File: src/rtl/audio_irq_pkg.sv
package audio_irq_pkg;

    localparam int STAT_W  = 32;
    localparam int NUM_CH  = 3;
    localparam int SRC_LO  = 5;
    localparam int SRC_W   = 2;
    localparam int CCB_BIT = 4;
    localparam logic [SRC_W-1:0] SRC_RESET = 2'b11;

    typedef enum logic [1:0] {
        CH_OFF     = 2'd0,
        CH_ARMED   = 2'd1,
        CH_PENDING = 2'd2
    } ch_state_e;

endpackage

File: src/rtl/audio_irq_chan.sv
module audio_irq_chan
    import audio_irq_pkg::*;
(
    input  logic clk,
    input  logic rst_n,
    input  logic done_i,
    input  logic wr_i,
    input  logic en_bit_i,
    output logic pending_o
);

    ch_state_e state_q;
    ch_state_e state_d;

    // Next-state logic: the enable-clearing write is tested first, so it wins over a pulse.
    always_comb begin
        state_d = state_q;
        unique case (state_q)
            CH_OFF: begin
                if (wr_i && en_bit_i) begin
                    state_d = CH_ARMED;          // ENABLE
                end
            end
            CH_ARMED: begin
                if (wr_i && !en_bit_i) begin
                    state_d = CH_OFF;            // DISARM
                end else if (done_i) begin
                    state_d = CH_PENDING;        // FIRE
                end
            end
            CH_PENDING: begin
                if (wr_i && !en_bit_i) begin
                    state_d = CH_OFF;            // ACK
                end
            end
            default: state_d = CH_OFF;
        endcase
    end

    // State register
    always_ff @(posedge clk) begin
        if (!rst_n) begin
            state_q <= CH_OFF;
        end else begin
            state_q <= state_d;
        end
    end

    // Outputs
    always_comb begin
        pending_o = (state_q == CH_PENDING);
    end

    assert_set_needs_enable_R3: assert property (@(posedge clk) disable iff (!rst_n)
        (state_q == CH_OFF) |=> !pending_o);

    assert_clear_wins_R7: assert property (@(posedge clk) disable iff (!rst_n)
        (wr_i && !en_bit_i) |=> !pending_o);

    assert_sticky_R9: assert property (@(posedge clk) disable iff (!rst_n)
        (pending_o && !(wr_i && !en_bit_i)) |=> pending_o);

    assert_enable_on_no_set_R6: assert property (@(posedge clk) disable iff (!rst_n)
        (!pending_o && wr_i && en_bit_i && state_q != CH_ARMED) |=> !pending_o);

endmodule

File: src/rtl/audio_irq_status_pack.sv
module audio_irq_status_pack
    import audio_irq_pkg::*;
(
    input  logic              clk,
    input  logic              rst_n,
    input  logic [NUM_CH-1:0] pend_i,
    output logic [STAT_W-1:0] status_o,
    output logic              irq_o
);

    logic any_pend;

    always_comb begin
        any_pend = |pend_i;
        status_o = '0;
        for (int i = 0; i < NUM_CH; i++) begin
            status_o[NUM_CH-1-i] = pend_i[i];
        end
        status_o[SRC_LO +: SRC_W] = SRC_RESET;
        status_o[CCB_BIT]         = 1'b0;
        status_o[STAT_W-1]        = any_pend;
    end

    always_ff @(posedge clk) begin
        if (!rst_n) begin
            irq_o <= 1'b0;
        end else begin
            irq_o <= any_pend;
        end
    end

    assert_irq_lags_summary_R5: assert property (@(posedge clk) disable iff (!rst_n)
        1'b1 |=> (irq_o == $past(status_o[STAT_W-1])));

    assert_fixed_fields_R8: assert property (@(posedge clk) disable iff (!rst_n)
        (status_o[STAT_W-2:0] & ~{{(STAT_W-NUM_CH-1){1'b0}}, {NUM_CH{1'b1}}}) == 31'h60);

    assert_summary_or_R4: assert property (@(posedge clk) disable iff (!rst_n)
        status_o[STAT_W-1] == (|status_o[NUM_CH-1:0]));

endmodule

File: src/rtl/audio_irq_status.sv
module audio_irq_status
    import audio_irq_pkg::*;
(
    input  logic              clk,
    input  logic              rst_n,
    input  logic [2:0]        chan_done,
    input  logic              en_wr,
    input  logic [2:0]        en_wdata,
    output logic [31:0]       status_word,
    output logic              irq
);

    logic [NUM_CH-1:0] pend;

    for (genvar g = 0; g < NUM_CH; g++) begin : g_chan
        audio_irq_chan u_chan (
            .clk       (clk),
            .rst_n     (rst_n),
            .done_i    (chan_done[g]),
            .wr_i      (en_wr),
            .en_bit_i  (en_wdata[g]),
            .pending_o (pend[g])
        );
    end

    audio_irq_status_pack u_pack (
        .clk      (clk),
        .rst_n    (rst_n),
        .pend_i   (pend),
        .status_o (status_word),
        .irq_o    (irq)
    );

    assert_reset_state_R1: assert property (@(posedge clk)
        !rst_n |=> (status_word == 32'h0000_0060 && !irq));

endmodule

File: config.mk
export PLATFORM = sky130hd
export DESIGN_NAME = audio_irq_status
export DESIGN_NICKNAME = d
export VERILOG_FILES = /design/src/rtl/audio_irq_pkg.sv /design/src/rtl/audio_irq_chan.sv /design/src/rtl/audio_irq_status_pack.sv /design/src/rtl/audio_irq_status.sv
export SDC_FILE = /design/constraint.sdc
export NUM_CORES = 1
export LEC_CHECK = 0
export CAP_MARGIN = 20
export CORE_MARGIN = 2
export CORE_UTILIZATION = 30
export DETAILED_ROUTE_END_ITERATION = 10
export MAX_ROUTING_LAYER = met4
export PLACE_DENSITY = 0.73
export REMOVE_ABC_BUFFERS = 1
export SLEW_MARGIN = 20
export SYNTH_ARGS = -nofsm -noshare
export SYNTH_HDL_FRONTEND = slang
export SYNTH_HIERARCHICAL = 1
export SYNTH_SLANG_ARGS = --single-unit
File: constraint.sdc
create_clock -name clk -period 1.2 [get_ports clk]
set_input_delay 0.24 -clock clk [delete_from_list [all_inputs] [get_ports clk]]
set_output_delay 0.24 -clock clk [all_outputs]
set_load 0.05 [all_outputs]
# Word level (Yosys, flattened, before mapping)

Cells that the tools add are included.
Widths: inputs -> output; s select.

Equal/unequal tests: 15
Multiplexer cells: 15
Reduce and logical (&&, ||, !) cells: 16

Operators by type and width:

| operator           | number |
|---|---|
| $mux 2             | 12 |
| $pmux 2 s3         | 3 |
| $ne 3x2->1 const B | 3 |
| $reduce_and 3->1   | 3 |
| $eq 2x1->1 const B | 3 |
| $eq 2x2->1 const B | 3 |
| $logic_and 1x1->1  | 6 |
| $logic_not 2->1    | 3 |
| $ne 2x1->1 const B | 3 |
| $ne 2x2->1 const B | 3 |
| $logic_not 1->1    | 3 |
| $reduce_or 3->1    | 1 |

Register bits: 7
Input port bits: 9

# Logic depth before layout (Yosys ltp)

Gate-level depths: netlist of run 1.

Depth in word-level cells: 4
Mapped depth: 3
Depth with buffers taken out: 2

# Cells and area by module

Netlist of run 1, hierarchy kept.

Modules (own cells, without submodules):

| module                | instances | cells an instance | area each (um^2) | sequential area each (um^2) |
|---|---|---|---|---|
| audio_irq_chan        | 3         | 9                 | 95.1             | 40.0 |
| audio_irq_status_pack | 1         | 37                | 284.0            | 20.0 |

# Worst setup path before layout of run 1

Ideal clock, no wire load.

Path kind: register to output
Start point: reg g_chan[1].u_chan.state_q[1]
End point: out status_word[31]
Arrival: 992 ps
Path slack: -32 ps
Stages on the path, launching flop included: 4
Cells stage by stage: dfxtp_1 -> nor2b_2 -> or3_1 -> buf_4

Longest elaborated chain between the ends: 2

RTL lines:

| item                   | line                        | text |
|---|---|---|
| start, declared        | audio_irq_chan.sv:12        | `ch_state_e state_q;` |
| start signal, assigned | audio_irq_chan.sv:45        | `state_q <= state_d;` |
| $eq 2x2->1             | audio_irq_chan.sv:51        | `pending_o = (state_q == CH_PENDING);` |
| via pend[1]            | audio_irq_status.sv:13      | `logic [NUM_CH-1:0] pend;` |
| $reduce_or 3->1        | audio_irq_status_pack.sv:14 | `any_pend = \|pend_i;` |
| end, declared          | audio_irq_status.sv:9       | `output logic [31:0] status_word,` |

The timed path passes the listed nets, and every way through them passes these cells.

# Worst setup path in the final report of run 1

Start point: reg g_chan[0].u_chan.state_q[1]
End point: out status_word[31]

Longest elaborated chain between the ends: 2

RTL lines:

| item                   | line |
|---|---|
| start, declared        | audio_irq_chan.sv:12 |
| start signal, assigned | audio_irq_chan.sv:45 |
| $eq 2x2->1             | audio_irq_chan.sv:51 |
| $reduce_or 3->1        | audio_irq_status_pack.sv:14 |

No other way between the ends.

==> results of run 1 <==
[layer usage]
| layer | vias to the layer above | GRT usage (%) | share of wire (%) |
|---|---|---|---|
| li1 | 201 | - | - |
| met1 | 201 | 11.3 | 35 |
| met2 | 27 | 21.1 | 52 |
| met3 | 2 | 8.30 | 11 |
| met4 | 0 | 4.86 | 0.73 |
| met5 | - | - | 0 |
[final timing paths]
check                                                  from                          end  slack, ns
worst min-delay path            g_chan[2].u_chan/state_q[0]  g_chan[2].u_chan/state_q[0]       0.58
worst max register to register  g_chan[1].u_chan/state_q[1]                 u_pack/irq_o       0.07
worst max-delay path            g_chan[0].u_chan/state_q[1]              status_word[31]      -0.29
worst min register to register  g_chan[2].u_chan/state_q[0]  g_chan[2].u_chan/state_q[0]       0.58
[worst max-delay path, delay by kind of cell (launching register included)]
kind                   cells  cell delay (ns)
and+or+nand+nor            2             0.51
buffers and inverters      1             0.16
DFF                        1             0.32
[state kept, by name, summed over array words and instances (netlist names)]
register               cells
g_chan.u_chan/state_q      6
u_pack/irq_o               1
[report_power, final]
| group | switching [W] | total [W] | leakage [nW] | internal [W] |
|---|---|---|---|---|
| Clock | 0.0000910 | 0.000218 | 0.0150 | 0.000127 |
| Combinational | 0.000263 | 0.000365 | 0.313 | 0.000102 |
| Sequential | 0.0000133 | 0.000261 | 0.0591 | 0.000248 |
[area by class of cell]
class,count,area [um2]
Clock buffer,4,26.3
Fill cell,178,978
Timing Repair Buffer,25,277
Multi-Input combinational cell,48,295
Sequential cell,7,145
Inverter,3,11.3
Tap cell,25,31.3
[per-stage QoR]
step | area [um2] | total power [W] | worst slack (ns) | util [%]
after floorplan | 427 | 0.000514 | -0.367 | -
after global routing | 786 | 0.000898 | -0.325 | 44.5
after global placement | 686 | 0.000601 | -0.0592 | 38.9
final | 786 | 0.000844 | -0.286 | 44.5
after detailed placement | 686 | 0.000604 | -0.0755 | 38.9
after CTS | 777 | 0.000847 | -0.290 | 44.0
[cells in the mapped netlist]
library cell | number | share of area, %
and3b_1 | 3 | 4.6
conb_1 | 2 | 1.3
inv_1 | 3 | 2.0
o31a_2 | 1 | 1.8
o2111a_1 | 3 | 5.9
or3_1 | 1 | 1.1
or2_1 | 3 | 3.3
o221a_1 | 3 | 5.9
dfxtp_1 | 7 | 25
nor2b_2 | 3 | 4.6
buf_4 | 32 | 42
a21oi_1 | 3 | 2.6
[cells by family (layout without fill, tap and decap cells)]
kind of cell | Yosys count | count (layout) | share of synthesized area (%)
simple gates | 10 | 10 | 13.6
buf+inv | 35 | 32 | 44.2
other cells | 2 | 28 | 1.32
flops | 7 | 7 | 24.6
compound gates | 10 | 10 | 16.3
[repair_timing]
action	4_1_cts	5_1_grt
setup buffers	4	1
resized for setup	11	3
pin swaps	2	1
endpoints found under the setup margin	4	5
==> flow_summary_export.csv, run 1 <==
group,metric,value,unit
critical_path,critPathMaxFanout,2,
final_layout,area_growth,38.0,%
sta,post-route-period-util,124,%
clock_tree,clock_latency,0.26,ns
critical_path,crit_chain,"nor2b_4 -> or3_4 -> buf_8",
grt,antenna_found_initial,0,
yosys,synth_area,569,um2
critical_path,critPathCaptureType,"output port",
hold_path,min_path_cells,2,
grt,grt_first_pass_wirelength,1.78,mm
clock_tree,h-tree-depth,1,
clock_tree,cts_buffers,3,
critical_path,start_kind,"flip-flop",
floorplanning,fp.coreArea,1760,um2
power_and_ir_drop,powerDensity,1070,nW/um2
yosys,synth_warnings,6,
yosys,syn_inst,64,
grt,overflow,0,
clock_tree,cts.sinks,7,
floorplanning,rows,15,
sta,max_freq,0.673,GHz
yosys,netlist-cell-type-count,12,
critical_path,arrival,1.25,ns
sta,finClkSkew,0.00470,ns
critical_path,worst_path_max_delay_cell,"or3_4",
clock_tree,clk_pin_slew,0.05,ns
clock_tree,cts_tree,"built",
sta,tns,-0.341,ns
power_and_ir_drop,p_leak,0.387,nW
placed_design,gp_routability_congestion,0.718,
final_layout,fin_nets,97,
sta,hold_viol,0,
floorplanning,io_pins,42,
sta,whs,0.579,ns
critical_path,critPathRequiredTime,0.96,ns
floorplanning,die_h,47.6,um
drt,route.detailed.wl_per_inst,9.79,um
sta,slew_viol_final,0,
critical_path,crit_path_max_incr_delay,0.39,ns
drt,firstDrtPassIters,1,
final_layout,drive_gt1_share,33.3,%
sta,rsz0062_at_grt,"true",
final_layout,layout_commonest_cell,"conb_1",
floorplanning,start_util,32.3,%
yosys,ys_seq_area_share,24.6,%
critical_path,reg2reg_depth,4,
sta,fin_crit,1.49,ns
job,maxCapViolations,0,
floorplanning,dieWidth,47.6,um
drt,drt_iter0_markers,0,
drt,drcViolationCount,0,
clock_tree,clockRootBuffer,"clkbuf_4",
grt,grt_pass1_vias,432,
placed_design,port_buffers,13,
final_layout,diodes,0,
power_and_ir_drop,vdd_drop_max,0.000519,V
sta,setup_viol,4,
sta,setup_slack,-0.286,ns
critical_path,crit_type,"flip-flop to output port",
yosys,ys_ff_latch,7,
outcome,status,"finished with violations",
final_layout,most-common-layout-cells,"conb_1 (28), buf_4 (9), clkdlybuf4s50_1 (8)",
placed_design,dp_cells,104,
drt,via_count,431,
placed_design,place_hpwl,829,um
clock_tree,clockBufferDepth,2,
drt,via_per_inst,3.85,
drt,drt_wl_total,1.10,mm
final_layout,fin_cells,112,
hold_path,min_path_type,"flip-flop to flip-flop",
floorplanning,die_area,2260,um2
yosys,syn_area_per_cell,8.90,um2
drt,drtAntennaViolNets,0,
grt,grt_max_degree,8,
grt,grt_usage,12.6,%
outcome,violations,"negative setup slack",
clock_tree,cts_hold_buf,0,
No activity file was read; power rests on OpenSTA's default activity.
==> inputs of run 2 (changes only) <==
- CORE_MARGIN: 2 -> not set
==> run 2 against run 1 <==
  * The run still ends with negative setup slack left
  * Register-to-register slack improved by 0.02 ns
  * Sequential cell count did not move
  * Via count fell by 2.8%
  * Design area fell by 2.2%
  * Non-clock buffer count is 2 lower
  * Core utilization shrank 0.52 points
  * Global-route usage fell by 2.2 points
  * Die area decreased by 8.2%
  * Cell count is 1.8% lower
  * Sequential power about the same
  * Worst setup slack gained 0.0032 ns
  * First-iteration DRC count grew 9
  * Critical path type unchanged
  * Largest power group unchanged
==> flow_summary_export.csv, run 2 (synthesis results as in run 1) <==
group,metric,value,unit
outcome,violations,"negative setup slack",
grt,antenna_found_initial,0,
floorplanning,die_area,2080,um2
grt,grt_first_pass_wirelength,1.35,mm
final_layout,top_register,"g_chan.u_chan/state_q",
clock_tree,clk_pin_slew,0.05,ns
hold_path,min_to,"g_chan[2].u_chan/state_q[0]",
clock_tree,clock_latency,0.25,ns
drt,firstDrtPassIters,4,
floorplanning,die_h,45.6,um
final_layout,area_growth,34.9,%
power_and_ir_drop,p_comb_share,42.7,%
clock_tree,cts_buffers,3,
final_layout,diodes,0,
power_and_ir_drop,seq_power_share,31.2,%
final_layout,most-common-layout-cells,"conb_1 (28), buf_4 (8), clkdlybuf4s50_1 (8)",
drt,drtAntennaViolNets,0,
final_layout,largestRegisters,"g_chan.u_chan/state_q: 6 flops, u_pack/irq_o: 1 flops",
critical_path,critPathMaxFanout,2,
grt,grt_pass1_vias,343,
critical_path,critPathCaptureType,"output port",
sta,rsz0062_at_grt,"true",
power_and_ir_drop,clkPwrFrac,26.0,%
clock_tree,cts.sinks,7,
sta,fin_crit,1.48,ns
grt,grt_max_degree,8,
floorplanning,start_util,32.6,%
clock_tree,cts_tree,"built",
sta,slew_viol_final,0,
drt,drt_iter0_markers,9,
critical_path,critPathRequiredTime,0.96,ns
power_and_ir_drop,vdd_drop_max,0.000382,V
final_layout,layout_commonest_cell,"conb_1",
placed_design,placed_cell_area,678,um2
critical_path,crit_type,"flip-flop to output port",
placed_design,place_ws,-0.0539,ns
drt,drcViolationCount,0,
critical_path,r2r_slack,0.09,ns
outcome,status,"finished with violations",
hold_path,min_path_cells,2,
critical_path,reg2reg_depth,4,
placed_design,port_buffers,13,
final_layout,finish.instance_area,768,um2
placed_design,gp_routability_congestion,0.749,
drt,drt_wl_total,1.06,mm
sta,tns,-0.336,ns
placed_design,place_hpwl,795,um
sta,hold_viol,0,
critical_path,start_kind,"flip-flop",
clock_tree,cts_hold_buf,0,
drt,route.detailed.wl_per_inst,9.66,um
placed_design,dp_cells,103,
final_layout,drive_gt1_share,32.9,%
floorplanning,rows,15,
critical_path,crit_start,"g_chan[0].u_chan/state_q[1]",
hold_path,min_path_type,"flip-flop to flip-flop",
power_and_ir_drop,p_leak,0.376,nW
hold_path,hold_start,"g_chan[2].u_chan/state_q[0]",
sta,setup_slack,-0.283,ns
critical_path,rr_startpoint,"g_chan[1].u_chan/state_q[1]",
grt,grt_usage,10.4,%
power_and_ir_drop,netSwitchingPower,0.000368,W
final_layout,fin_nets,95,
floorplanning,dieWidth,45.6,um
job,maxCapViolations,0,
drt,via_count,419,
clock_tree,h-tree-depth,1,
sta,max_freq,0.674,GHz
power_and_ir_drop,p_sw_share,43.7,%
floorplanning,io_pins,42,
clock_tree,clockBufferDepth,2,
clock_tree,clockRootBuffer,"clkbuf_4",
drt,via_per_inst,3.81,
critical_path,r2r_end,"u_pack/irq_o",
power_and_ir_drop,powerDensity,1090,nW/um2
final_layout,final_util,44.0,%
grt,overflow,0,
sta,setup_viol,4,
sta,post-route-period-util,124,%
final_layout,largest_reg_flops,6,
final_layout,fin_cells,110,
critical_path,arrival,1.24,ns
sta,finClkSkew,0.00187,ns
power_and_ir_drop,intPower,0.000473,W
floorplanning,fp.coreArea,1750,um2
==> run 2: how the worst max path moves through the flow <==
stage	to	cells past startpoint	slack, ns
3_5_place_dp	status_word[31]	3	-0.05
5_1_grt	status_word[31]	3	-0.31
6_report	status_word[31]	3	-0.28
4_1_cts	status_word[31]	3	-0.29
2_1_floorplan	status_word[31]	2	-0.37
3_3_place_gp	status_word[31]	3	-0.05
==> run 2: what timing repair did <==
action                                  CTS  global route
endpoints found under the setup margin    4             4
setup buffers                             2             3
gates resized for setup                  11             4
gates cloned                              0             0
pin swaps                                 1             0
==> run 2: cell type report <==
cell class | instances | area [um2]
Clock buffer | 4 | 26.3
Fill cell | 173 | 977
Tap cell | 25 | 31.3
Sequential cell | 7 | 146
Inverter | 3 | 11.3
Multi-Input combinational cell | 48 | 295
Timing Repair Buffer | 23 | 258
==> run 2: critical path: stages (launching register included) <==
cell,delay (ns)
dfxtp_2,0.32
nor2b_4,0.12
or3_4,0.39
buf_8,0.16
==> run 2: through the flow <==
step	hold slack (ns)	power, W
2_1_floorplan	0.376	0.000514
3_3_place_gp	0.578	0.000596
3_5_place_dp	0.593	0.000600
4_1_cts	0.575	0.000840
5_1_grt	0.610	0.000876
6_report	0.572	0.000840
==> run 2: routing by layer <==
| metal | wire length [um] | track usage, % |
|---|---|---|
| met1 | 386 | 8.35 |
| met3 | 87 | 5.56 |
| met2 | 572 | 16.9 |
| met4 | 16 | 9.09 |
| met5 | 0 | - |
==> run 2: power by group through the flow <==
stage	registers, W	clock network [W]	logic (W)
2_1_floorplan	0.000266	0	0.000248
3_3_place_gp	0.000261	0	0.000335
3_5_place_dp	0.000262	0	0.000338
4_1_cts	0.000262	0.000229	0.000348
5_1_grt	0.000263	0.000238	0.000374
6_report	0.000262	0.000219	0.000359
